$ cat config.mk
export PLATFORM = sky130hd
export DESIGN_NAME = blk_cmd_splitter
export DESIGN_NICKNAME = d
export VERILOG_FILES = /design/src/rtl/blk_split_pkg.sv /design/src/rtl/blk_chunk_sizer.sv /design/src/rtl/blk_cmd_encode.sv /design/src/rtl/blk_split_ctrl.sv /design/src/rtl/blk_cmd_splitter.sv
export SDC_FILE = /design/constraint.sdc
export NUM_CORES = 1
export LEC_CHECK = 0
export CORE_AREA = 2 2 144 132
export CTS_BUF_LIST = sky130_fd_sc_hd__clkbuf_8
export DETAILED_ROUTE_END_ITERATION = 8
export DIE_AREA = 0 0 146 134
export PLACE_DENSITY = 0.79
export REMOVE_ABC_BUFFERS = 1
export SYNTH_ARGS = -nofsm -noshare
export SYNTH_HDL_FRONTEND = slang
export SYNTH_SLANG_ARGS = --single-unit
$ cat constraint.sdc
create_clock -name clk_i -period 3.75 [get_ports clk_i]
set_input_delay 0.75 -clock clk_i [delete_from_list [all_inputs] [get_ports clk_i]]
set_output_delay 0.75 -clock clk_i [all_outputs]
set_load 0.05 [all_outputs]
$ cat src/rtl/blk_split_pkg.sv
package blk_split_pkg;
  localparam logic [7:0] OP_RD28 = 8'h20;
  localparam logic [7:0] OP_WR28 = 8'h30;
  localparam logic [7:0] OP_RD48 = 8'h25;
  localparam logic [7:0] OP_WR48 = 8'h35;
  localparam logic [7:0] DEV_LBA_BIT = 8'h40;

  typedef enum logic [1:0] {ST_IDLE, ST_ISSUE, ST_WAIT, ST_FIN} split_state_e;

  typedef struct packed {
    logic [7:0]      code;
    logic [7:0]      dev;
    logic [7:0]      cnt_hi;
    logic [7:0]      cnt_lo;
    logic [5:0][7:0] lba;
  } cmd_rec_t;
endpackage

$ cat src/rtl/blk_chunk_sizer.sv
module blk_chunk_sizer #(
  parameter int CNT_W    = 16,
  parameter int MAX_SECT = 127,
  parameter int CHUNK_W  = 7
) (
  input  logic [CNT_W-1:0]   remain_i,
  output logic [CHUNK_W-1:0] chunk_o,
  output logic               last_o
);
  always_comb begin
    last_o  = (remain_i <= CNT_W'(MAX_SECT));
    chunk_o = last_o ? CHUNK_W'(remain_i) : CHUNK_W'(MAX_SECT);
  end
endmodule

$ cat src/rtl/blk_cmd_encode.sv
module blk_cmd_encode
  import blk_split_pkg::*;
#(
  parameter int CHUNK_W = 7
) (
  input  logic [47:0]        lba_i,
  input  logic [CHUNK_W-1:0] chunk_i,
  input  logic               write_i,
  input  logic               lba48_i,
  output cmd_rec_t           rec_o
);
  logic [15:0] cnt16;
  assign cnt16 = 16'(chunk_i);

  // low three bytes always; upper three only in 48-bit mode
  for (genvar k = 0; k < 6; k++) begin : g_addr
    if (k < 3) begin : g_low
      assign rec_o.lba[k] = lba_i[8*k +: 8];
    end else begin : g_ext
      assign rec_o.lba[k] = lba48_i ? lba_i[8*k +: 8] : 8'h00;
    end
  end

  always_comb begin
    if (lba48_i) begin
      rec_o.code   = write_i ? OP_WR48 : OP_RD48;
      rec_o.dev    = DEV_LBA_BIT;
      rec_o.cnt_hi = cnt16[15:8];
    end else begin
      rec_o.code   = write_i ? OP_WR28 : OP_RD28;
      rec_o.dev    = DEV_LBA_BIT | {4'h0, lba_i[27:24]};
      rec_o.cnt_hi = 8'h00;
    end
    rec_o.cnt_lo = cnt16[7:0];
  end
endmodule

$ cat src/rtl/blk_split_ctrl.sv
module blk_split_ctrl
  import blk_split_pkg::*;
#(
  parameter int ADDR_W  = 32,
  parameter int CNT_W   = 16,
  parameter int CHUNK_W = 7,
  parameter int LEN_W   = 16
) (
  input  logic               clk_i,
  input  logic               rst_ni,
  input  logic               req_valid_i,
  output logic               req_ready_o,
  input  logic [47:0]        req_lba_i,
  input  logic [CNT_W-1:0]   req_count_i,
  input  logic [ADDR_W-1:0]  req_buf_i,
  input  logic               req_write_i,
  input  logic               req_lba48_i,
  input  logic               cmd_ready_i,
  input  logic               chunk_done_i,
  input  logic [CHUNK_W-1:0] chunk_i,
  input  logic [LEN_W-1:0]   chunk_len_i,
  input  logic               last_i,
  output logic               issue_o,
  output logic               fin_o,
  output logic [47:0]        lba_o,
  output logic [ADDR_W-1:0]  buf_o,
  output logic [CNT_W-1:0]   remain_o,
  output logic [CNT_W-1:0]   total_o,
  output logic               write_o,
  output logic               lba48_o
);
  split_state_e state_q;

  assign req_ready_o = (state_q == ST_IDLE);
  assign issue_o     = (state_q == ST_ISSUE);
  assign fin_o       = (state_q == ST_FIN);

  always_ff @(posedge clk_i or negedge rst_ni) begin
    if (!rst_ni) begin
      state_q  <= ST_IDLE;
      lba_o    <= '0;
      buf_o    <= '0;
      remain_o <= '0;
      total_o  <= '0;
      write_o  <= 1'b0;
      lba48_o  <= 1'b0;
    end else begin
      unique case (state_q)
        ST_IDLE: if (req_valid_i) begin
          lba_o    <= req_lba_i;
          buf_o    <= req_buf_i;
          remain_o <= req_count_i;
          total_o  <= req_count_i;
          write_o  <= req_write_i;
          lba48_o  <= req_lba48_i;
          state_q  <= (req_count_i == '0) ? ST_FIN : ST_ISSUE;
        end
        ST_ISSUE: if (cmd_ready_i) state_q <= ST_WAIT;
        ST_WAIT: if (chunk_done_i) begin
          lba_o    <= lba_o + 48'(chunk_i);
          buf_o    <= buf_o + ADDR_W'(chunk_len_i);
          remain_o <= remain_o - CNT_W'(chunk_i);
          state_q  <= last_i ? ST_FIN : ST_ISSUE;
        end
        ST_FIN: state_q <= ST_IDLE;
        default: state_q <= ST_IDLE;
      endcase
    end
  end
endmodule

$ cat src/rtl/blk_cmd_splitter.sv
module blk_cmd_splitter
  import blk_split_pkg::*;
#(
  parameter int ADDR_W      = 32,
  parameter int CNT_W       = 16,
  parameter int SECT_BYTES  = 512,
  parameter int XFER_LIMIT  = 65536,
  localparam int MAX_SECT   = (XFER_LIMIT - 1) / SECT_BYTES,
  localparam int CHUNK_W    = $clog2(MAX_SECT + 1),
  localparam int LEN_W      = $clog2(XFER_LIMIT)
) (
  input  logic              clk_i,
  input  logic              rst_ni,
  input  logic              req_valid_i,
  output logic              req_ready_o,
  input  logic [47:0]       req_lba_i,
  input  logic [CNT_W-1:0]  req_count_i,
  input  logic [ADDR_W-1:0] req_buf_i,
  input  logic              req_write_i,
  input  logic              req_lba48_i,
  output logic              cmd_valid_o,
  input  logic              cmd_ready_i,
  output logic [7:0]        cmd_code_o,
  output logic [7:0]        cmd_lba_lo_o,
  output logic [7:0]        cmd_lba_mid_o,
  output logic [7:0]        cmd_lba_hi_o,
  output logic [7:0]        cmd_lba_lo_ext_o,
  output logic [7:0]        cmd_lba_mid_ext_o,
  output logic [7:0]        cmd_lba_hi_ext_o,
  output logic [7:0]        cmd_dev_o,
  output logic [7:0]        cmd_cnt_lo_o,
  output logic [7:0]        cmd_cnt_hi_o,
  output logic [LEN_W-1:0]  cmd_len_o,
  output logic [ADDR_W-1:0] cmd_buf_o,
  input  logic              chunk_done_i,
  output logic              done_o,
  output logic [CNT_W-1:0]  done_count_o
);
  logic [CHUNK_W-1:0] chunk;
  logic               last;
  logic [LEN_W-1:0]   chunk_len;
  logic [47:0]        cur_lba;
  logic [CNT_W-1:0]   remain, total;
  logic               cur_wr, cur_l48;
  cmd_rec_t           rec;

  assign chunk_len = LEN_W'(chunk) * LEN_W'(SECT_BYTES);

  blk_chunk_sizer #(.CNT_W(CNT_W), .MAX_SECT(MAX_SECT), .CHUNK_W(CHUNK_W)) u_sizer (
    .remain_i(remain), .chunk_o(chunk), .last_o(last)
  );

  blk_split_ctrl #(.ADDR_W(ADDR_W), .CNT_W(CNT_W), .CHUNK_W(CHUNK_W), .LEN_W(LEN_W)) u_ctrl (
    .clk_i, .rst_ni, .req_valid_i, .req_ready_o, .req_lba_i, .req_count_i,
    .req_buf_i, .req_write_i, .req_lba48_i, .cmd_ready_i, .chunk_done_i,
    .chunk_i(chunk), .chunk_len_i(chunk_len), .last_i(last),
    .issue_o(cmd_valid_o), .fin_o(done_o), .lba_o(cur_lba), .buf_o(cmd_buf_o),
    .remain_o(remain), .total_o(total), .write_o(cur_wr), .lba48_o(cur_l48)
  );

  blk_cmd_encode #(.CHUNK_W(CHUNK_W)) u_enc (
    .lba_i(cur_lba), .chunk_i(chunk), .write_i(cur_wr), .lba48_i(cur_l48), .rec_o(rec)
  );

  assign cmd_code_o        = rec.code;
  assign cmd_dev_o         = rec.dev;
  assign cmd_cnt_lo_o      = rec.cnt_lo;
  assign cmd_cnt_hi_o      = rec.cnt_hi;
  assign cmd_lba_lo_o      = rec.lba[0];
  assign cmd_lba_mid_o     = rec.lba[1];
  assign cmd_lba_hi_o      = rec.lba[2];
  assign cmd_lba_lo_ext_o  = rec.lba[3];
  assign cmd_lba_mid_ext_o = rec.lba[4];
  assign cmd_lba_hi_ext_o  = rec.lba[5];
  assign cmd_len_o         = chunk_len;
  assign done_count_o      = total;
endmodule

# Word level (Yosys, flattened, before mapping)

Index checks and enable logic that the tools add are counted.

Logic and storage cells: 45
Register bits: 116
Bits of input ports: 103

Reductions and logical operators: 6
Equality and inequality tests: 6
Add/sub/neg operators: 3
Order comparisons: 1
Muxes and demuxes: 22

Operators with widths:

| operator                                             | count |
|---|---|
| 2-to-1 mux 48 bit                                    | 2 |
| case mux 48 bit (2 select lines)                     | 1 |
| 2-to-1 mux 32 bit                                    | 2 |
| case mux 32 bit (2 select lines)                     | 1 |
| adder 48 x 7 -> 48 bit                               | 1 |
| adder 32 x 16 -> 32 bit                              | 1 |
| 2-to-1 mux 16 bit                                    | 2 |
| case mux 16 bit (2 select lines)                     | 1 |
| 2-to-1 mux 24 bit                                    | 1 |
| 2-to-1 mux 8 bit                                     | 3 |
| <= comparator 16 x 7 -> 1 bit, second input constant | 1 |
| logical NOT 16 bit                                   | 1 |
| subtractor 16 x 7 -> 16 bit                          | 1 |
| 2-to-1 mux 2 bit                                     | 5 |
| 2-to-1 mux 5 bit                                     | 2 |
| case mux 2 bit (4 select lines)                      | 1 |
| 2-to-1 mux 7 bit                                     | 1 |
| AND reduction 3 bit                                  | 2 |
| == test 2 bit, second input constant                 | 2 |
| != test 2 bit, second input constant                 | 2 |
| == test 2 x 1 -> 1 bit, second input constant        | 1 |
| logical NOT 2 bit                                    | 1 |
| != test 2 x 1 -> 1 bit, second input constant        | 1 |
| AND reduction 2 bit                                  | 1 |
| nonzero test 2 bit                                   | 1 |

# Logic depth before layout (Yosys ltp)

Gate-level depths: netlist of the first run.

Depth after elaboration: 5
Gate-level depth with buffers: 13
Depth with buffers taken out: 12

# Modules after synthesis

A second synthesis of the first run with hierarchy kept.

Cells, all modules: 973
Area, all modules: 8,184.1 sq um

Modules (own cells, without submodules):

| module           | area an instance (sq um) | cells each | instances |
|---|---|---|---|
| blk_split_ctrl   | 7,372.1                  | 869        | 1 |
| blk_cmd_encode   | 628.1                    | 84         | 1 |
| blk_chunk_sizer  | 112.6                    | 10         | 1 |
| blk_cmd_splitter | 71.3                     | 10         | 1 |

# Worst setup path before layout of the first run

No wires, ideal clock.

Path kind: reg2reg
Start: register u_ctrl.remain_o[12]
End: register u_ctrl.lba_o[33]
Data required time: 3.624 ns
Clock period less this slack: 3.875 ns
Cell stages (with the launch flop): 13
Arrival time: 3.750 ns
Setup time: 0.126 ns
Slack: -0.125 ns
Path through: dfrtp_1 -> nor4_1 -> and3_1 -> clkbuf_1 -> nand2b_1 -> ha_1 -> a2111oi_0 -> a21boi_1 -> or3_1 -> buf_2 -> nor4_4 -> mux2i_1 -> a221o_1

Longest elaborated chain between the ends: 5

RTL lines:

| what                             | line                   | RTL |
|---|---|---|
| start: declaration               | blk_split_ctrl.sv:27   | `output logic [CNT_W-1:0] remain_o,` |
| start signal: assignment         | blk_split_ctrl.sv:52   | `remain_o <= req_count_i;` |
| start signal: assignment         | blk_split_ctrl.sv:62   | `remain_o <= remain_o - CNT_W'(chunk_i);` |
| <= comparator 16 x 7 -> 1 bit    | blk_chunk_sizer.sv:11  | `last_o = (remain_i <= CNT_W'(MAX_SECT));` |
| 2-to-1 mux 7 bit                 | blk_chunk_sizer.sv:12  | `chunk_o = last_o ? CHUNK_W'(remain_i) : CHUNK_W'(MAX_SECT);` |
| net cmd_cnt_lo_o[4]              | blk_cmd_splitter.sv:31 | `output logic [7:0] cmd_cnt_lo_o,` |
| adder 48 x 7 -> 48 bit           | blk_split_ctrl.sv:60   | `lba_o <= lba_o + 48'(chunk_i);` |
| 2-to-1 mux 48 bit                | blk_split_ctrl.sv:59   | `ST_WAIT: if (chunk_done_i) begin` |
| case mux 48 bit (2 select lines) | blk_split_ctrl.sv:48   | `unique case (state_q)` |
| end signal: assignment           | blk_split_ctrl.sv:50   | `lba_o <= req_lba_i;` |
| end signal: assignment           | blk_split_ctrl.sv:60   |  |
| end: declaration                 | blk_split_ctrl.sv:25   | `output logic [47:0] lba_o,` |

The timed path passes the listed nets, and every way through them passes these cells. The select of a mux whose other input is x is not followed.
A chain may end at the register's enable or synchronous reset.

# Final worst setup path of the first run

Start: register u_ctrl.remain_o[12]
End: register u_ctrl.lba_o[44]

Longest elaborated chain between the ends: 5

RTL lines:

| what                             | line |
|---|---|
| <= comparator 16 x 7 -> 1 bit    | blk_chunk_sizer.sv:11 |
| 2-to-1 mux 7 bit                 | blk_chunk_sizer.sv:12 |
| adder 48 x 7 -> 48 bit           | blk_split_ctrl.sv:60 |
| 2-to-1 mux 48 bit                | blk_split_ctrl.sv:59 |
| case mux 48 bit (2 select lines) | blk_split_ctrl.sv:48 |

No other way between the ends. The select of a mux whose other input is x is not followed.

==> impl_results.md, run 1 <==
- Gate Count Post-Synth: a little over 900
- Num Clock Sinks: around 120
- Area Growth Syn to Fin: 34.2%
- Largest net degree at the start of global routing: 71
- Placed cell area: 9960 sq um
- First-pass GRT wire length: 39900 um
- Post-route cell area: 10400 sq um
- Share of layout cells above drive strength 1: 7.75%
- Overall Power: 10700 uW
- Tot GR Track Use: about a quarter
- Total negative slack: 0 ns
- Min Tclk post-route: between 3 and 4 ns
- Core box area: between 15000 and 20000 sq um
- 1st-iter DRT viols: 705
- Worst R2R Path Depth: 10
- FF-to-FF Start: u_ctrl.remain_o[12]$_DFFE_PN0P_
- YS warnings: 0
- Total number of vias: between 7k and 8k
- Arr. time, crit path: 3.78 ns
- Status: finished, final reports clean
- Worst Path Required: 4.09 ns
- Hold Vio Cnt, Final: 0
- Root buf cell: clkbuf_8
- Diode count: 0
- Post-CTS Hold Buffers: 0
- CTS tree: done
- RSZ-0062 raised after global routing: no
- CTS resizes: 0
- Cell area after synthesis: between 7000 and 8000 sq um
- Hpwl dp: 17900 um
- Slew @ Worst Pin: 0.949 ns
- Initial Util: 42.9%
- Sequential area share after synthesis: around 37%
- Die width: around 150 um
- I/O Buffers: 222
- Worst setup slack after layout: 0.306 ns
- Vias in the first global route: 7508
- First drt pass iteration count: 5
- CP Class: register to register
- Setup-failing EPs final: 0
- Max-slew headroom: 36.5%
- Fin cells: 1368
- Clock skew: 0.0147 ns
- Die Footprint: 19600 sq um
- Ys async rst share: 100%
- Critical path startpoint category: register
- GRT Residual Overflow: 0
- Fin. max-slew vios: 0
- Placer Congestion: approximately 0.9
- CTS clk-pin slew, worst paths: 0.08 ns
- Worst reg2reg path endpoint: u_ctrl.lba_o[44]$_DFFE_PN0P_
- Crit. End Element: register
- Initial antenna violation count: 0
- Skew-Pair Late Insertion Delay: 0.45 ns
- Post-synth EDFFs: 0
- CTS buffer count: 17
- Worst slack at placement: 0.0709 ns
- Row count: between 40 and 50
- Die height: roughly 130 um
- Pwr/cell area: 1020 nW/um^2
- FMAX: 0.290 GHz
- Critical path origin: u_ctrl.remain_o[12]$_DFFE_PN0P_
- R2R Setup Slk: 0.31 ns
- Maxcap violations: 0
- Drc violations: 0
- Wirelength per Cell: roughly 19 um
- Peak supply drop: 596 uV
- Clock Path Buffers: 2
- Drt total wl: approximately 25000 um
- Synth Flop Type: dfrtp_1
- Worst min path class: primary input to asynchronous set/reset pin
- Placed Cells: 1336
- Htree depth: 4
- Tcrit/Tclk final: between 90% and 100%
- Layout Nets: 1231
- Post-route ant nets: 0
- Post-synth cell types: 73
- Worst-path maximum fanout: 9
- Post-CTS Setup Inserts: 0
- Fillers: 1634
- Leakage: 0.00425 uW
- Syn_area_per_cell: 8.32 sq um
- Avg Vias per Cell: 5.70
- Flop and latch count out of synthesis: 116
- IO Pins: 250
## registers in the layout (all words and copies together) (netlist names)
register / count
u_ctrl.buf_o: 32
u_ctrl.lba48_o: 1
u_ctrl.lba_o: 48
u_ctrl.remain_o: 16
u_ctrl.state_q: 2
u_ctrl.total_o: 16
u_ctrl.write_o: 1
## worst max-delay path: stages (launching register included)
cell and delay [ns]:
dfrtp_1 0.44, nor4_2 0.37, and3_2 0.33, nand2b_1 0.14, ha_1 0.35, nor2b_1 0.26, o31ai_2 0.15, a211oi_2 0.58
and4_1 0.38, a31oi_1 0.11, o221a_1 0.22
## Yosys cell counts (all sizes together), types with 6 or more instances
master    n  area share, %
mux2i    20            2.6
o22ai    43            3.5
a31o      7           0.79
a31oi    15            1.2
a21o      6           0.58
and4     10            1.2
nor2b     7           0.56
a21oi    61            3.9
or3      12           0.97
nand4    15            1.2
nor3     21            1.4
xnor2     8           0.90
nand3    32            2.2
a22oi     6           0.58
nand2b   13            1.0
o21ai    40            2.6
dfrtp   116             37
nor4     12            1.5
or4       6           0.63
a311oi   10            1.1
and3     18            1.4
nor2     49            2.4
inv      10           0.48
ha       16            2.6
nand2   162            7.8
buf      66            6.2
clkbuf   51            2.5
and2     34            2.7
## worst max-delay path by stage
stage               cells past startpoint                      endpoint
floorplan                               5  u_ctrl.lba_o[44]$_DFFE_PN0P_
global placement                       10  u_ctrl.lba_o[33]$_DFFE_PN0P_
detailed placement                     10  u_ctrl.lba_o[33]$_DFFE_PN0P_
CTS                                    10  u_ctrl.lba_o[33]$_DFFE_PN0P_
finish                                 10  u_ctrl.lba_o[44]$_DFFE_PN0P_
global route                           11  u_ctrl.buf_o[27]$_DFFE_PN0P_
## cell type report
class / instances / area, sq um / area share, %
clock inverter: 14 / 209 / 2.00
sequential: 116 / 2900 / 27.8
clock buffer: 18 / 248 / 2.37
inverter: 10 / 37.5 / 0.360
multi-input combinational: 717 / 4290 / 41.1
timing repair buffer: 248 / 2440 / 23.4
tap: 245 / 307 / 2.94
## layer usage
layer	GRT usage, %	routed length, um	vias up
met4	10.1	697	0
met1	33.2	10700	3742
met5	0	0	-
met3	5.31	1850	47
met2	41.5	12100	336
li1	-	-	3671
## kinds of logic after synthesis
family          synth area share (%)
compound gates                  20.8
xor+xnor                        1.13
fa+ha+maj                       3.09
buf+inv                         9.12
flops                           37.3
mux                             2.72
other cells                   0.0966
simple gates                    25.8
## stage by stage
stage	utilization (%)	hold WS [ns]
after CTS	57.5	0.391
final	57.6	0.380
after global routing	57.6	0.423
after global placement	55.0	0.456
after floorplan	-	0.454
after detailed placement	55.0	0.461
## placed cells by master, fill, tap and decap left out, types with 6 or more instances in the layout
master             n
dfrtp_1          115
conb_1            27
nor3_1            20
and4_1             9
o21ai_0           35
nand2b_1          13
and3_1            17
nand4_1           15
buf_4             25
clkdlybuf4s50_1  221
nor2b_1            7
nor4_1             7
ha_1              16
or3_1             12
a22oi_1            6
inv_1             10
a31oi_1           15
xnor2_1            8
nand2_1          161
and2_1            33
o22ai_1           43
a21o_1             6
nand3_1           31
a311oi_1          10
a21oi_1           61
nor2_1            47
clkbuf_8          18
mux2i_1           20
## power breakdown
part,total [uW],switching [uW],internal (uW)
sequential,2740,861,1880
combinational,6570,4220,2340
clock,1360,556,804
No activity file was read; power rests on OpenSTA's default activity.
==> run 2: changes to the inputs <==
==> constraint.sdc (replaced) <==
create_clock -name clk_i -period 3.75 [get_ports clk_i]
set_input_delay 1.125 -clock clk_i [delete_from_list [all_inputs] [get_ports clk_i]]
set_output_delay 1.125 -clock clk_i [all_outputs]
set_load 0.05 [all_outputs]
==> impl_results.md, run 2 (synthesized netlist as in run 1, its figures left out) <==
- Hpwl dp: 17800 um (-0.88%)
- Overall Power: 10500 uW (-1.8%)
- Post-route ant nets: 0 (unchanged)
- Core box area: 18100 sq um (unchanged)
- Most flops, register: u_ctrl.lba_o
- Hold Vio Cnt, Final: 0 (unchanged)
- Skew-Pair Late Insertion Delay: 0.46 ns (about the same)
- Fin cells: 1364 (-0.29%)
- Drc violations: 0 (unchanged)
- Slew @ Worst Pin: 1.02 ns (+0.0753 ns)
- Avg Vias per Cell: 5.78 (+1.3%)
- Num Clock Sinks: 116 (unchanged)
- Total negative slack: 0 ns (unchanged)
- R2R Setup Slk: 0.20 ns (-0.10 ns)
- Most frequent cells in the layout: 206 x clkdlybuf4s50_1, 161 x nand2_1, 115 x dfrtp_1
- CTS buffer count: 17 (unchanged)
- Core Util, Final: 57.1% (-0.48 points)
- Largest net degree at the start of global routing: 59 (-17%)
- First drt pass iteration count: 5 (unchanged)
- Worst Path Required: 4.08 ns (about the same)
- Biggest regs: u_ctrl.lba_o (48), u_ctrl.buf_o (32)
- Leakage: 0.00418 uW (-1.5%)
- Critical path startpoint category: register
- Post-CTS Hold Buffers: 0 (unchanged)
- RSZ-0062 raised after global routing: no
- Die width: 146 um (unchanged)
- Clock skew: 0.0128 ns (-0.00182 ns)
- Hold Path Stages: 2
- FF-to-FF Start: u_ctrl.remain_o[12]$_DFFE_PN0P_
- Root buf cell: clkbuf_8
- Tot GR Track Use: 25.1% (-0.26 points)
- Htree depth: 4 (unchanged)
- Placed Cells: 1332 (-0.30%)
- Worst reg2reg path endpoint: u_ctrl.buf_o[27]$_DFFE_PN0P_
- Crit. End Element: register
- Placer Congestion: 0.892 (-2.1%)
- Wirelength per Cell: 18.4 um (-0.62%)
- Grt peak-use layer: met2
- FMAX: 0.282 GHz (-3.0%)
- Die height: 134 um (unchanged)
- Min Tclk post-route: 3.55 ns (+0.105 ns)
- Area Growth Syn to Fin: 33.0%
- Setup-failing EPs final: 0 (unchanged)
- GRT Residual Overflow: 0 (unchanged)
- Hold_sp: u_ctrl.buf_o[0]$_DFFE_PN0P_
- Layout Nets: 1227 (-0.32%)
- Arr. time, crit path: 3.88 ns (+0.10 ns)
- 1st-iter DRT viols: 721 (+2.3%)
- Worst min path class: register to register
- IO Pins: 250 (unchanged)
- Met1 Use GR: 33.0% (-0.22 points)
- Met2 usage: 40.9% (-0.58 points)
- CTS clk-pin slew, worst paths: 0.08 ns (about the same)
- I/O Buffers: 222 (unchanged)
- Total number of vias: 7878 (+1.1%)
- Status: finished, final reports clean
- CP Class: register to register
- Worst-path maximum fanout: 8 (-1)
- Initial Util: 42.9% (unchanged)
- Tcrit/Tclk final: 94.6% (+2.8 points)
- Met3 GRT Util: 5.71% (+0.41 points)
- Max-slew headroom: 31.5% (-5.0 points)
- Max reg flops: 48 (unchanged)
- Worst R2R Path Depth: 11 (+1)
- Hold_ws: 0.474 ns (+0.0947 ns)
- Most common cell after layout, fill and taps aside: clkdlybuf4s50_1
- Clock Path Buffers: 2 (unchanged)
- Vias in the first global route: 7392 (-1.5%)
- Diode count: 0 (unchanged)
- Share of layout cells above drive strength 1: 7.95% (+0.21 points)
- Initial antenna violation count: 0 (unchanged)
- Hold Path End: u_ctrl.buf_o[0]$_DFFE_PN0P_
- Peak supply drop: 578 uV (-3.0%)
- First-pass GRT wire length: 39400 um (-1.1%)
- Drt total wl: 25100 um (-0.91%)
- Pwr/cell area: 1010 nW/um^2 (-0.96%)
- Fin. max-slew vios: 0 (unchanged)
- Row count: 47 (unchanged)
- Die Footprint: 19600 sq um (unchanged)
- CTS tree: done
- Maxcap violations: 0 (unchanged)
## run 2: changes by cell type in the layout (fill, tap and decap cells not counted), sizes merged
cell           change
dlygate4sd2       +10
buf                +1
clkinvlp           +1
inv                +1
clkinv             +2
clkdlybuf4s50     -15
bufinv             -3
clkbuf             -1
## run 2: final cells by class
class                   count  area (sq um)
fillers                  1693          7760
multi-input cells         717          4300
flip-flops and latches    116          2900
repair buffers            244          2410
well taps                 245           307
clock buffers              17           234
clock inverters            15           160
inverters                  10          37.5
## run 2: how the worst max path moves through the flow
stage	from	end	slack, ns	cells past startpoint
after global routing	u_ctrl.remain_o[12]$_DFFE_PN0P_	u_ctrl.lba_o[33]$_DFFE_PN0P_	0.02	10
after floorplan	u_ctrl.state_q[1]$_DFFE_PN0P_	u_ctrl.lba_o[44]$_DFFE_PN0P_	-1.66	5
after CTS	u_ctrl.remain_o[12]$_DFFE_PN0P_	u_ctrl.lba_o[33]$_DFFE_PN0P_	0.03	10
after global placement	u_ctrl.remain_o[12]$_DFFE_PN0P_	u_ctrl.lba_o[33]$_DFFE_PN0P_	0.12	10
after detailed placement	u_ctrl.remain_o[12]$_DFFE_PN0P_	u_ctrl.lba_o[33]$_DFFE_PN0P_	-0.06	10
final	u_ctrl.remain_o[12]$_DFFE_PN0P_	u_ctrl.buf_o[27]$_DFFE_PN0P_	0.20	11
## run 2: where the power goes
part	total, uW	internal [uW]	switching, uW	leakage (uW)
clock	1170	592	574	0.000184
combinational	6580	2350	4230	0.00264
sequential	2730	1880	852	0.00136
total	10500	4820	5660	0.00418
## run 2: repair_timing
| item | in CTS | in global routing |
|---|---|---|
| gates resized for setup | 11 | 4 |
| setup endpoints to repair | 11 | 20 |
| buffers inserted | 0 | 0 |
| gates cloned | 0 | 0 |
| hold endpoints to repair | 0 | 0 |
## run 2: layer usage
metal  up-vias  wire length (um)
met2       398             11800
met4         0               695
met5         -                 0
met1      3762             10600
met3        53              2060
li1       3665                 -
## run 2: stage by stage
step | worst slack (ns) | area, sq um
2_1_floorplan | -1.66 | 7200
3_3_place_gp | 0.121 | 9950
3_5_place_dp | -0.0618 | 9950
4_1_cts | 0.0255 | 10300
5_1_grt | 0.0177 | 10300
6_report | 0.202 | 10300
## run 2: worst max-delay path: stages, from the launching register on
cell	delay [ns]
dfrtp_1	0.44
nor4_2	0.44
and3_2	0.36
nand2b_1	0.15
ha_1	0.24
fa_1	0.41
a21o_1	0.19
a21oi_1	0.31
o21ai_1	0.26
and2_1	0.28
a311oi_1	0.28
a311oi_1	0.07
==> run 3: changes to the inputs <==
--- a/config.mk
+++ b/config.mk
@@ -7,6 +7,7 @@
 export LEC_CHECK = 0
 export CORE_AREA = 2 2 144 132
 export CTS_BUF_LIST = sky130_fd_sc_hd__clkbuf_8
+export CTS_CLUSTER_SIZE = 20
 export DETAILED_ROUTE_END_ITERATION = 8
 export DIE_AREA = 0 0 146 134
 export PLACE_DENSITY = 0.79
==> results of run 3 <==
Final layout, timing and power as in run 2 (identical DEF).
